$ cat config.mk
export PLATFORM = sky130hd
export DESIGN_NAME = cfg_frame_rx
export DESIGN_NICKNAME = d
export VERILOG_FILES = /design/src/rtl/cfg_rx_pkg.sv /design/src/rtl/cfg_rx_parity.sv /design/src/rtl/cfg_rx_clkcnt.sv /design/src/rtl/cfg_rx_fsm.sv /design/src/rtl/cfg_frame_rx.sv
export SDC_FILE = /design/constraint.sdc
export NUM_CORES = 1
export LEC_CHECK = 0
export BUFFER_PORTS_ARGS = -buffer_cell sky130_fd_sc_hd__buf_2
export CAP_MARGIN = 10
export CORE_UTILIZATION = 60
export CTS_CLUSTER_DIAMETER = 100
export DETAILED_ROUTE_END_ITERATION = 6
export PLACE_DENSITY = 0.8
export SKIP_LAST_GASP = 1
export SLEW_MARGIN = 20
export SYNTH_ARGS = -nofsm -noshare
export SYNTH_HDL_FRONTEND = slang
export SYNTH_SLANG_ARGS = --single-unit
$ cat constraint.sdc
create_clock -name clk -period 4.28 [get_ports clk]
set_clock_uncertainty 0.1 [all_clocks]
set_input_delay 1.07 -clock clk [delete_from_list [all_inputs] [get_ports clk]]
set_output_delay 1.07 -clock clk [all_outputs]
set_load 0.01 [all_outputs]
$ cat src/rtl/cfg_rx_pkg.sv
`timescale 1ns/1ps
package cfg_rx_pkg;

    typedef enum logic [3:0] {
        ST_HUNT,
        ST_LEN,
        ST_ID,
        ST_GAP,
        ST_CTRL,
        ST_ADDR,
        ST_ALIGN,
        ST_WCTL,
        ST_DATA,
        ST_STOP,
        ST_END
    } rx_state_e;

    localparam int ADDR_W = 11;
    localparam int LEN_W  = 24;
    localparam int ID_W   = 32;
    localparam int CTRL_W = 4;

    // last header bit of the one run followed by the preamble
    localparam logic [4:0] SYNC_PAT = 5'b10010;

endpackage

$ cat src/rtl/cfg_rx_parity.sv
`timescale 1ns/1ps
module cfg_rx_parity #(
    parameter int W = 8
) (
    input  logic [W-1:0] bits,
    input  logic         odd_bit,
    input  logic         even_bit,
    output logic         bad
);
    logic x_red;

    assign x_red = ^bits;
    // odd bit makes total ones odd, even bit makes them even
    assign bad   = (even_bit != x_red) || (odd_bit != ~x_red);
endmodule

$ cat src/rtl/cfg_rx_clkcnt.sv
`timescale 1ns/1ps
module cfg_rx_clkcnt #(
    parameter int W = 24
) (
    input  logic         clk,
    input  logic         rst_n,
    input  logic         en,
    output logic [W-1:0] cnt
);
    always_ff @(posedge clk) begin
        if (!rst_n)
            cnt <= '0;
        else if (en && (cnt != '1))
            cnt <= cnt + W'(1);
    end

    // count advances by one on every enabled clock until saturation
    assert_cnt_step_R10: assert property (@(posedge clk) disable iff (!rst_n)
        (en && (cnt != '1)) |=> (cnt == $past(cnt) + W'(1)));
endmodule

$ cat src/rtl/cfg_rx_fsm.sv
`timescale 1ns/1ps
module cfg_rx_fsm
    import cfg_rx_pkg::*;
#(
    parameter int DATA_W   = 110,
    parameter int ALIGN_W  = 2,
    parameter int MIN_STOP = 3,
    parameter int ID_EN    = 1
) (
    input  logic      clk,
    input  logic      rst_n,
    input  logic      bit_in,
    input  logic [3:0] sync_win,
    // holds program bit on the last control bit, compress bit afterwards
    input  logic      route_bit,
    output rx_state_e state_q,
    output rx_state_e state_d
);
    localparam int M1     = (DATA_W > ID_W) ? DATA_W : ID_W;
    localparam int M2     = (M1 > MIN_STOP) ? M1 : MIN_STOP;
    localparam int FMAX   = (M2 > ALIGN_W) ? M2 : ALIGN_W;
    localparam int FCNT_W = $clog2(FMAX + 1);

    localparam logic [FCNT_W-1:0] LEN_LAST   = FCNT_W'(LEN_W - 1);
    localparam logic [FCNT_W-1:0] ID_LAST    = FCNT_W'(ID_W - 1);
    localparam logic [FCNT_W-1:0] CTRL_LAST  = FCNT_W'(CTRL_W - 1);
    localparam logic [FCNT_W-1:0] ADDR_LAST  = FCNT_W'(ADDR_W - 1);
    localparam logic [FCNT_W-1:0] ALIGN_LAST = FCNT_W'((ALIGN_W > 0) ? ALIGN_W - 1 : 0);
    localparam logic [FCNT_W-1:0] DATA_LAST  = FCNT_W'(DATA_W - 1);
    localparam logic [FCNT_W-1:0] STOP_LAST  = FCNT_W'(MIN_STOP - 1);

    logic [FCNT_W-1:0] fcnt_q;

    // state register and per-field bit counter
    always_ff @(posedge clk) begin
        if (!rst_n) begin
            state_q <= ST_HUNT;
            fcnt_q  <= '0;
        end else begin
            state_q <= state_d;
            if (state_d != state_q)
                fcnt_q <= '0;
            else
                fcnt_q <= fcnt_q + FCNT_W'(1);
        end
    end

    // next-state decode
    always_comb begin
        state_d = state_q;
        unique case (state_q)
            ST_HUNT:  if ({sync_win, bit_in} == SYNC_PAT) state_d = ST_LEN;
            ST_LEN:   if (fcnt_q == LEN_LAST) state_d = (ID_EN != 0) ? ST_ID : ST_GAP;
            ST_ID:    if (fcnt_q == ID_LAST) state_d = ST_GAP;
            ST_GAP:   if (!bit_in) state_d = ST_CTRL;
            ST_CTRL:  if (fcnt_q == CTRL_LAST) state_d = route_bit ? ST_ADDR : ST_END;
            ST_ADDR:  if (fcnt_q == ADDR_LAST) state_d = (ALIGN_W > 0) ? ST_ALIGN : ST_WCTL;
            ST_ALIGN: if (fcnt_q == ALIGN_LAST) state_d = ST_WCTL;
            ST_WCTL:  state_d = route_bit ? ST_STOP : ST_DATA;
            ST_DATA:  if (fcnt_q == DATA_LAST) state_d = ST_STOP;
            ST_STOP: begin
                if (!bit_in)
                    state_d = ST_CTRL;
                else if (fcnt_q == STOP_LAST)
                    state_d = ST_GAP;
            end
            ST_END:   state_d = ST_END;
            default:  state_d = ST_HUNT;
        endcase
    end

    // a zero inside the stop run is taken as the next start bit
    assert_short_stop_R7: assert property (@(posedge clk) disable iff (!rst_n)
        (state_q == ST_STOP && !bit_in) |=> (state_q == ST_CTRL));

    // the end state is never left
    assert_end_terminal_R10: assert property (@(posedge clk) disable iff (!rst_n)
        (state_q == ST_END) |=> (state_q == ST_END));
endmodule

$ cat src/rtl/cfg_frame_rx.sv
`timescale 1ns/1ps
module cfg_frame_rx
    import cfg_rx_pkg::*;
#(
    parameter int DATA_W   = 110,
    parameter int ALIGN_W  = 2,
    parameter int MIN_STOP = 3,
    parameter int ID_EN    = 1
) (
    input  logic              clk,
    input  logic              rst_n,
    input  logic              cfg_bit,
    output logic [10:0]       col_addr,
    output logic [DATA_W-1:0] col_data,
    output logic              col_we,
    output logic              cfg_done,
    output logic              par_err,
    output logic              frm_err
);
    localparam int PAR_W = ADDR_W + DATA_W;

    rx_state_e          state_q, state_d;
    logic [3:0]         win_q;
    logic [LEN_W-1:0]   len_q;
    logic [LEN_W-1:0]   clk_cnt;
    logic               par_en_q;
    logic [2:0]         ctl_q;       // {comp, opar, epar} once the nibble is in
    logic [ADDR_W-1:0]  addr_q;
    logic [DATA_W-1:0]  data_q;
    logic [DATA_W-1:0]  held_q;
    logic               have_data_q;
    logic [DATA_W-1:0]  word;
    logic               par_bad;
    logic               commit;
    logic               cnt_en;

    cfg_rx_fsm #(
        .DATA_W   (DATA_W),
        .ALIGN_W  (ALIGN_W),
        .MIN_STOP (MIN_STOP),
        .ID_EN    (ID_EN)
    ) u_fsm (
        .clk       (clk),
        .rst_n     (rst_n),
        .bit_in    (cfg_bit),
        .sync_win  (win_q),
        .route_bit (ctl_q[2]),
        .state_q   (state_q),
        .state_d   (state_d)
    );

    assign cnt_en = (state_q != ST_HUNT) && (state_q != ST_LEN);

    cfg_rx_clkcnt #(
        .W (LEN_W)
    ) u_cnt (
        .clk   (clk),
        .rst_n (rst_n),
        .en    (cnt_en),
        .cnt   (clk_cnt)
    );

    assign word   = ctl_q[2] ? held_q : data_q;
    assign commit = (state_q == ST_STOP) && (state_d == ST_GAP);

    cfg_rx_parity #(
        .W (PAR_W)
    ) u_par (
        .bits     ({addr_q, word}),
        .odd_bit  (ctl_q[1]),
        .even_bit (ctl_q[0]),
        .bad      (par_bad)
    );

    // datapath and outputs
    always_ff @(posedge clk) begin
        if (!rst_n) begin
            win_q       <= '0;
            len_q       <= '0;
            par_en_q    <= 1'b0;
            ctl_q       <= '0;
            addr_q      <= '0;
            data_q      <= '0;
            held_q      <= '0;
            have_data_q <= 1'b0;
            col_addr    <= '0;
            col_data    <= '0;
            col_we      <= 1'b0;
            cfg_done    <= 1'b0;
            par_err     <= 1'b0;
            frm_err     <= 1'b0;
        end else begin
            col_we <= 1'b0;
            if (state_q == ST_END && clk_cnt >= len_q)
                cfg_done <= 1'b1;
            case (state_q)
                ST_HUNT: win_q <= {win_q[2:0], cfg_bit};
                ST_LEN:  len_q <= {len_q[LEN_W-2:0], cfg_bit};
                ST_ID:   if (state_d != ST_ID) par_en_q <= cfg_bit;
                ST_CTRL: ctl_q <= {ctl_q[1:0], cfg_bit};
                ST_ADDR: addr_q <= {addr_q[ADDR_W-2:0], cfg_bit};
                ST_DATA: data_q <= {data_q[DATA_W-2:0], cfg_bit};
                ST_STOP: begin
                    if (!cfg_bit) begin
                        frm_err <= 1'b1;
                    end else if (commit) begin
                        if (ctl_q[2] && !have_data_q) begin
                            frm_err <= 1'b1;
                        end else if (par_en_q && par_bad) begin
                            par_err <= 1'b1;
                        end else begin
                            col_we   <= 1'b1;
                            col_addr <= addr_q;
                            col_data <= word;
                            if (!ctl_q[2]) begin
                                held_q      <= data_q;
                                have_data_q <= 1'b1;
                            end
                        end
                    end
                end
                default: ;
            endcase
        end
    end

    // strobe lasts one cycle
    assert_we_single_R4: assert property (@(posedge clk) disable iff (!rst_n)
        col_we |=> !col_we);

    // a write only follows a stop-bit run
    assert_we_after_stop_R4: assert property (@(posedge clk) disable iff (!rst_n)
        col_we |-> ($past(state_q) == ST_STOP));

    // no write goes out with a parity mismatch while checking is on
    assert_par_blocks_R9: assert property (@(posedge clk) disable iff (!rst_n)
        (col_we && par_en_q) |-> !$past(par_bad));

    // no write after the end record
    assert_no_we_in_end_R10: assert property (@(posedge clk) disable iff (!rst_n)
        (state_q == ST_END) |-> !col_we);

    // done implies the clock count reached the length
    assert_done_count_R10: assert property (@(posedge clk) disable iff (!rst_n)
        cfg_done |-> (clk_cnt >= len_q));

    // sticky flags
    assert_done_sticky_R11: assert property (@(posedge clk) disable iff (!rst_n)
        $past(cfg_done) |-> cfg_done);
    assert_perr_sticky_R11: assert property (@(posedge clk) disable iff (!rst_n)
        $past(par_err) |-> par_err);
    assert_ferr_sticky_R11: assert property (@(posedge clk) disable iff (!rst_n)
        $past(frm_err) |-> frm_err);
endmodule

Yosys cells after proc, flatten, opt, wreduce, memory -nomap -nowiden
Index checks and enable logic that the tools add are counted.

operators by class
  add/subtract/negate cells = 2
  magnitude comparators = 1
  equality and inequality tests = 27
  muxes and demuxes = 18
  bitwise gates (word level) = 8
  reduce and logical (&&, ||, !) cells = 18

operators with widths
  operator                 count
  $reduce_xor A121 Y1      1
  $mux W110                1
  $mux W4                  11
  $pmux W4 S11             1
  $add A24 B1 Y24 const B  1
  $ge A24 B24 Y1           1
  $ne A24 B24 Y1 const B   1
  $eq A4 B3 Y1 const B     4
  $eq A7 B2 Y1 const B     2
  $eq A7 B5 Y1 const B     2
  $eq A4 B2 Y1 const B     3
  $eq A4 B4 Y1 const B     3
  $reduce_and A5 Y1        2
  $not A1 Y1               8
  $add A7 B1 Y7 const B    1
  $eq A7 B1 Y1 const B     1
  $eq A7 B4 Y1 const B     1
  $eq A7 B7 Y1 const B     1
  $logic_and A1 B1 Y1      6
  $reduce_and A6 Y1        1
  $eq A5 B5 Y1 const B     1
  $mux W1                  5
  $reduce_or A5 Y1         1
  $eq A4 B1 Y1 const B     1
  other kinds (12)         14

storage, ports and cells
  register bits after elaboration = 314
  input port bits = 3

Longest topological paths before layout
Gate-level depths: netlist of run 1.

  depth in word-level cells = 8
  mapped depth = 16

By module
Synthesis of run 1 repeated with hierarchy kept, for this count alone.

unflattened totals
  cell total of the unflattened synthesis = 1,686
  area, all modules = 15,631.2 µm²

by module, submodules not included
  module         instances  cells an instance  area an instance (µm²)  sequential area each (µm²)
  cfg_frame_rx   1          1,303              12,355.6                5,585.4
  cfg_rx_clkcnt  1          152                1,280.0                 480.5
  cfg_rx_parity  1          118                1,128.6                 0.0
  cfg_rx_fsm     1          113                867.1                   220.2

Worst setup path before layout of run 1
Ideal clock, no wire load.

  kind = reg2reg
  from = register ctl_q[2]
  to = register held_q[20]
  arrival time = 3.093 ns
  required time = 4.064 ns
  path slack = 0.971 ns
  stages on the path, launching flop included = 16
  buffers on the path = 5
  cell sequence = dfxtp_1 buf_6 buf_6 buf_4 mux2i_1 xnor2_1 xnor2_1 xnor2_1 xnor2_1 xnor3_1 mux2i_1 a211oi_2 buf_6 buf_8 mux2i_1 nor2b_1

on the way
  word-level cells in the longest chain between the ends = 8

ends and longest elaborated chain
  what                                RTL line             RTL
  start, declared                     cfg_frame_rx.sv:27   logic [2:0] ctl_q;
  start signal, assigned              cfg_frame_rx.sv:100  ST_CTRL: ctl_q <= {ctl_q[1:0], cfg_bit};
  $mux W110                           n/a
  $reduce_xor A121 Y1                 cfg_rx_parity.sv:12  assign x_red = ^bits;
  $not A1 Y1                          cfg_rx_parity.sv:14  assign bad = (even_bit != x_red) || (odd_bit != ~x_red);
  $ne A1 B1 Y1                        cfg_rx_parity.sv:14
  $logic_or A1 B1 Y1                  cfg_rx_parity.sv:14
  $logic_and A1 B1 Y1                 cfg_frame_rx.sv:109  end else if (par_en_q && par_bad) begin
  $not A1 Y1 (no source line)         n/a
  $reduce_and A5 Y1 (no source line)  n/a
  end signal, assigned                cfg_frame_rx.sv:116  held_q <= data_q;
  end, declared                       cfg_frame_rx.sv:30   logic [DATA_W-1:0] held_q;

Parallel ways exist; a longest one is shown, timed or not.
A chain may end at the register's enable or synchronous reset.

Final worst setup path of run 1
  from = register ctl_q[2]
  to = register held_q[12]

Same word-level chain as after synthesis.

==> flow_summary.json, run 1 <==
{
  "nFillCells": 1900,
  "root_buffer": "clkbuf_16",
  "postRouteAntennaNets": 0,
  "max_freq_mhz": 247,
  "grt_usage": 0.248,
  "r2r-end": "held_q[12]",
  "cts_resized": 0,
  "grt_pass1_wl_um": 52700,
  "final_area_um2": 16900,
  "dieArea_um2": 25600,
  "end_kind": "flop",
  "max-cap-violations": 0,
  "cts_buffers": 35,
  "irDropWorstVdd_mv": 0.329,
  "status": "complete, no violations",
  "ios": 128,
  "insertedDiodeCount": 0,
  "drt_iter0_drc": 701,
  "dieHeight_um": 160,
  "drtPass1Iterations": 5,
  "critPathKind": "flop to flop",
  "dp_cells": 1987,
  "slew-limit-headroom": 0.365,
  "finalMaxSlewViolations": 0,
  "die-width_um": 160,
  "rsz0062_at_grt": "no",
  "synth_flop_cell": "dfxtp_1",
  "rows": 57,
  "hold_depth": 1,
  "start_util": 0.615,
  "fin_nets": 1731,
  "clk_path_buf_depth": 3,
  "grt_pass1_vias": 10472,
  "clkTransAtPathRegs_ps": 60,
  "synth-edff-count": 0,
  "worstMarginPinSlew_ps": 950,
  "routedWlPerCell_um": 15.6,
  "grt_max_degree": 111,
  "reg2reg_depth": 13,
  "cp-start-kind": "flop",
  "min_delay_worst_endpoint": "par_err",
  "cts_tree": "done",
  "finalCritPeriodShare": 0.944,
  "yosys-top-cells-count": "dfxtp_1, nand2_1, mux2i_1, a21boi_0, nor2b_1",
  "worst-path-max-fanout": 23,
  "timing.critical_path.required_ps": 4570,
  "avgSynthCellArea_um2": 9.30,
  "timing.rr.start": "ctl_q[2]",
  "place_ws_ps": 335,
  "yosysUniqueCellTypes": 42,
  "syn_nets": 1643,
  "drive_gt1_frac": 0.118,
  "syn_area_um2": 15000,
  "drc": 0,
  "hold_class": "flop to flop",
  "rrSetupSlack_ps": 240,
  "ys.warnings.count": 0,
  "worstHoldStart": "par_err",
  "setup_viol": 0,
  "leakage_nw": 6.60,
  "dp.final_hpwl_um": 21400,
  "cts_setup_buffers": 0,
  "synth_seq_area_share": 0.419,
  "clock_latency_ps": 510,
  "power_w": 0.00594,
  "fin_cells": 2048,
  "antenna_found_initial": 0,
  "post-synth-top-count-cell": "dfxtp_1",
  "synth.ff_latch_count": 314,
  "yosysTopAreaCell": "dfxtp_1",
  "wl_um": 32000,
  "synth_area_leaders": "dfxtp_1, mux2i_1, nand2_1, a21boi_0, xor2_1",
  "place.gp.congestion": 0.854,
  "synth_cells": 1612,
  "ctsHtreeMaxLevel": 2,
  "fin_crit_ps": 4040,
  "postCtsHoldBufs": 0,
  "finalHoldViolCount": 0,
  "setup_tns_ps": 0,
  "arrival_ps": 4330,
  "synth_top_area_frac": 0.419,
  "timing.final.ws_setup_ps": 239,
  "io_buffers": 127,
  "placed_area_um2": 15800,
  "async_flop_share": 0,
  "overflow": 0,
  "cts.sinks": 314,
  "vias": 10832,
  "core_um2": 24400,
  "viasPerCell": 5.29,
  "area_delta_synth_final_pct": 13.0,
  "p_per_area_nw_per_um2": 351
}
## cells by family after synthesis
| kind of cell | Yosys count | synth area share |
|---|---|---|
| AO/OA/AOI/OAI | 210 | 0.101 |
| XOR/XNOR | 196 | 0.117 |
| adder cells (fa/ha/maj) | 28 | 0.0234 |
| buffers and inverters | 124 | 0.0417 |
| flip-flops | 314 | 0.419 |
| multiplexers | 181 | 0.121 |
| AND/OR/NAND/NOR | 559 | 0.176 |
## through the flow
| step | util | hold WS [ps] |
|---|---|---|
| CTS | 0.694 | 367 |
| finish | 0.694 | 362 |
| global placement | 0.648 | 346 |
| detailed placement | 0.648 | 353 |
| floorplan | - | 332 |
| global route | 0.694 | 384 |
## cell usage in the layout (no fill, tap or decap), types with 2 or more instances in the layout
cell type,instances
nand3_1,14
clkbuf_16,37
clkbuf_8,11
nand2b_1,9
buf_4,9
o21ai_0,14
a21boi_0,154
o211ai_1,3
xor2_1,113
ha_1,28
nand2_1,309
a21o_1,11
nor2_1,27
clkinv_2,3
buf_2,126
mux2i_1,181
nor3_1,3
dfxtp_1,313
clkbuf_1,9
and2_1,20
and3_1,9
nor2b_1,135
or3_1,8
nor4_1,3
a32oi_1,2
nand4_1,12
buf_12,9
xnor2_1,80
inv_1,30
a21oi_1,15
xnor3_1,3
o21a_1,4
nor3b_1,4
## layer usage
metal | track usage | wire (µm) | vias to the layer above
met5 | 0 | 0 | -
met4 | 0.0688 | 612 | 0
met3 | 0.0491 | 1600 | 40
met2 | 0.424 | 15500 | 202
met1 | 0.317 | 14300 | 5104
li1 | - | - | 5486
## worst max-delay path: stages (launching register included)
cell	delay [ps]
dfxtp_4	610
buf_4	280
mux2i_1	410
xnor2_1	140
xnor2_1	230
xnor2_1	130
xnor2_1	290
xnor3_1	380
mux2i_1	200
a211oi_4	380
buf_12	220
buf_12	190
mux2i_1	270
nor2b_1	70
## worst max path at each step
stage              from          to  slack [ps]  depth (start not counted)
2_1_floorplan  ctl_q[2]  held_q[20]         970                         15
3_3_place_gp   ctl_q[2]  held_q[52]         420                         13
3_5_place_dp   ctl_q[2]  held_q[20]         330                         13
4_1_cts        ctl_q[2]  held_q[12]         260                         13
5_1_grt        ctl_q[2]  held_q[78]          60                         13
6_report       ctl_q[2]  held_q[12]         240                         13
## area by class of cell
| cell class | count | area [µm²] | area share |
|---|---|---|---|
| Clock buffer | 57 | 1110 | 0.0656 |
| Multi-Input combinational cell | 1174 | 8110 | 0.479 |
| Sequential cell | 314 | 6290 | 0.371 |
| Tap cell | 324 | 405 | 0.0239 |
| Timing Repair Buffer | 145 | 890 | 0.0525 |
| Clock inverter | 4 | 23.8 | 0.00140 |
| Inverter | 30 | 113 | 0.00665 |
## sequential cells by signal (all words and copies together) (netlist names), 7 cells and up
name / cells
u_fsm.fcnt_q: 7
held_q: 110
addr_q: 11
data_q: 110
u_cnt.cnt: 24
col_addr: 11
len_q: 24
## power by group
group          switching [W]  leakage, nW  internal (W)
sequential        0.00000506         2.53       0.00293
combinational      0.0000473         3.50     0.0000442
clock                0.00115        0.562       0.00177
total                0.00120         6.60       0.00474
Power figures use the tool's default switching activity.
==> run 2: changes to the inputs <==
==> constraint.sdc (replaced) <==
create_clock -name clk -period 4.28 [get_ports clk]
set_clock_uncertainty 0.1 [all_clocks]
set_input_delay 0.642 -clock clk [delete_from_list [all_inputs] [get_ports clk]]
set_output_delay 0.642 -clock clk [all_outputs]
set_load 0.01 [all_outputs]
==> flow_summary.json, run 2 (same netlist as run 1, synthesis figures left out) <==
{
  "grt_pass1_wl_um": 52400,
  "core_um2": 24400,
  "ctsHtreeMaxLevel": 2,
  "postCtsHoldBufs": 0,
  "drive_gt1_frac": 0.118,
  "cts_resized": 0,
  "cts_tree": "done",
  "hold_class": "flop to flop",
  "vias": 10848,
  "end_kind": "flop",
  "cts.sinks": 314,
  "grt_usage": 0.248,
  "status": "complete, no violations",
  "dp.final_hpwl_um": 21100,
  "finalMaxSlewViolations": 0,
  "fin_crit_ps": 4020,
  "worst_hold_slack_ps": 365,
  "postRouteAntennaNets": 0,
  "finalHoldViolCount": 0,
  "clkTransAtPathRegs_ps": 60,
  "biggestRegsByFlops": "data_q x110, held_q x110",
  "place.gp.congestion": 0.880,
  "timing.critical_path.required_ps": 4570,
  "dieArea_um2": 25600,
  "ios": 128,
  "overflow": 0,
  "arrival_ps": 4320,
  "setup_viol": 0,
  "cts_setup_buffers": 0,
  "p_per_area_nw_per_um2": 356,
  "rows": 57,
  "crit_path_start": "ctl_q[2]",
  "start_util": 0.615,
  "rsz0062_at_grt": "no",
  "slew-limit-headroom": 0.371,
  "max_freq_mhz": 249,
  "finalCritPeriodShare": 0.940,
  "timing.rr.start": "ctl_q[2]",
  "clock_latency_ps": 500,
  "setup_tns_ps": 0,
  "root_buffer": "clkbuf_16",
  "final_common_cell": "dfxtp_1",
  "viasPerCell": 5.30,
  "drt_iter0_drc": 615,
  "fin_nets": 1730,
  "hold_depth": 1,
  "routedWlPerCell_um": 15.6,
  "max-cap-violations": 0,
  "drc": 0,
  "cts_buffers": 35,
  "worstHoldStart": "par_err",
  "maxUsedRoutingLayer": "met4",
  "io_buffers": 127,
  "area_delta_synth_final_pct": 13.1,
  "drtPass1Iterations": 5,
  "critPathKind": "flop to flop",
  "dieHeight_um": 160,
  "worstMarginPinSlew_ps": 940,
  "grt_max_degree": 143,
  "layout_common_cells": "dfxtp_1, nand2_1, mux2i_1",
  "antenna_found_initial": 0,
  "clk_path_buf_depth": 3,
  "leakage_nw": 6.60,
  "wl_met2_um": 15000,
  "die-width_um": 160,
  "reg2reg_depth": 14,
  "wl_um": 31900,
  "m1WireLength_um": 14300,
  "cp-start-kind": "flop",
  "insertedDiodeCount": 0,
  "wl_met3_um": 1500,
  "worst-path-max-fanout": 23,
  "irDropWorstVdd_mv": 0.436,
  "grt_pass1_vias": 10470
}
## run 2: area by class of cell
cell class              count  area (µm²)
fillers                  1898        7430
repair buffers            144         870
multi-input cells        1174        8110
flip-flops and latches    314        6290
clock buffers              55        1080
well taps                 324         405
inverters                  30         113
clock inverters             7        88.8
## run 2: critical path, cell delays in order, from the launching register on
cell and delay, ps:
dfxtp_4 620, buf_12 250, buf_4 230, mux2i_1 250
xnor2_1 180, xnor2_1 200, xnor2_1 180, xnor2_1 140
xnor3_1 410, mux2i_1 200, a211oi_4 400, buf_12 200
buf_12 200, mux2i_1 240, nor2b_1 70
## run 2: layer usage
metal | vias to the layer above | GRT usage
met3 | 67 | 0.0442
met1 | 5084 | 0.319
met2 | 217 | 0.412
met5 | - | 0
li1 | 5480 | -
met4 | 0 | 0.0961
## run 2: power breakdown
group | leakage [nW] | internal [W] | total (W) | switching (W)
combinational | 3.50 | 0.0000443 | 0.0000907 | 0.0000464
clock | 0.576 | 0.00186 | 0.00301 | 0.00116
sequential | 2.53 | 0.00293 | 0.00293 | 0.00000486
## run 2: path summary, 6_finish.rpt
kind,slack (ps),endpoint
setup / recovery,260,held_q[61]
hold reg to reg,370,par_err
hold / removal,370,par_err
setup reg to reg,260,held_q[61]
## run 2: per-stage QoR
stage,utilization,cells,setup WS [ps],total power [W],instance area [µm²]
2_1_floorplan,-,1612,971,0.00307,15000
3_3_place_gp,0.647,1986,384,0.00309,15800
3_5_place_dp,0.647,1986,305,0.00309,15800
4_1_cts,0.695,2048,261,0.00609,17000
5_1_grt,0.695,2048,23.2,0.00622,17000
6_report,0.695,2048,258,0.00604,17000
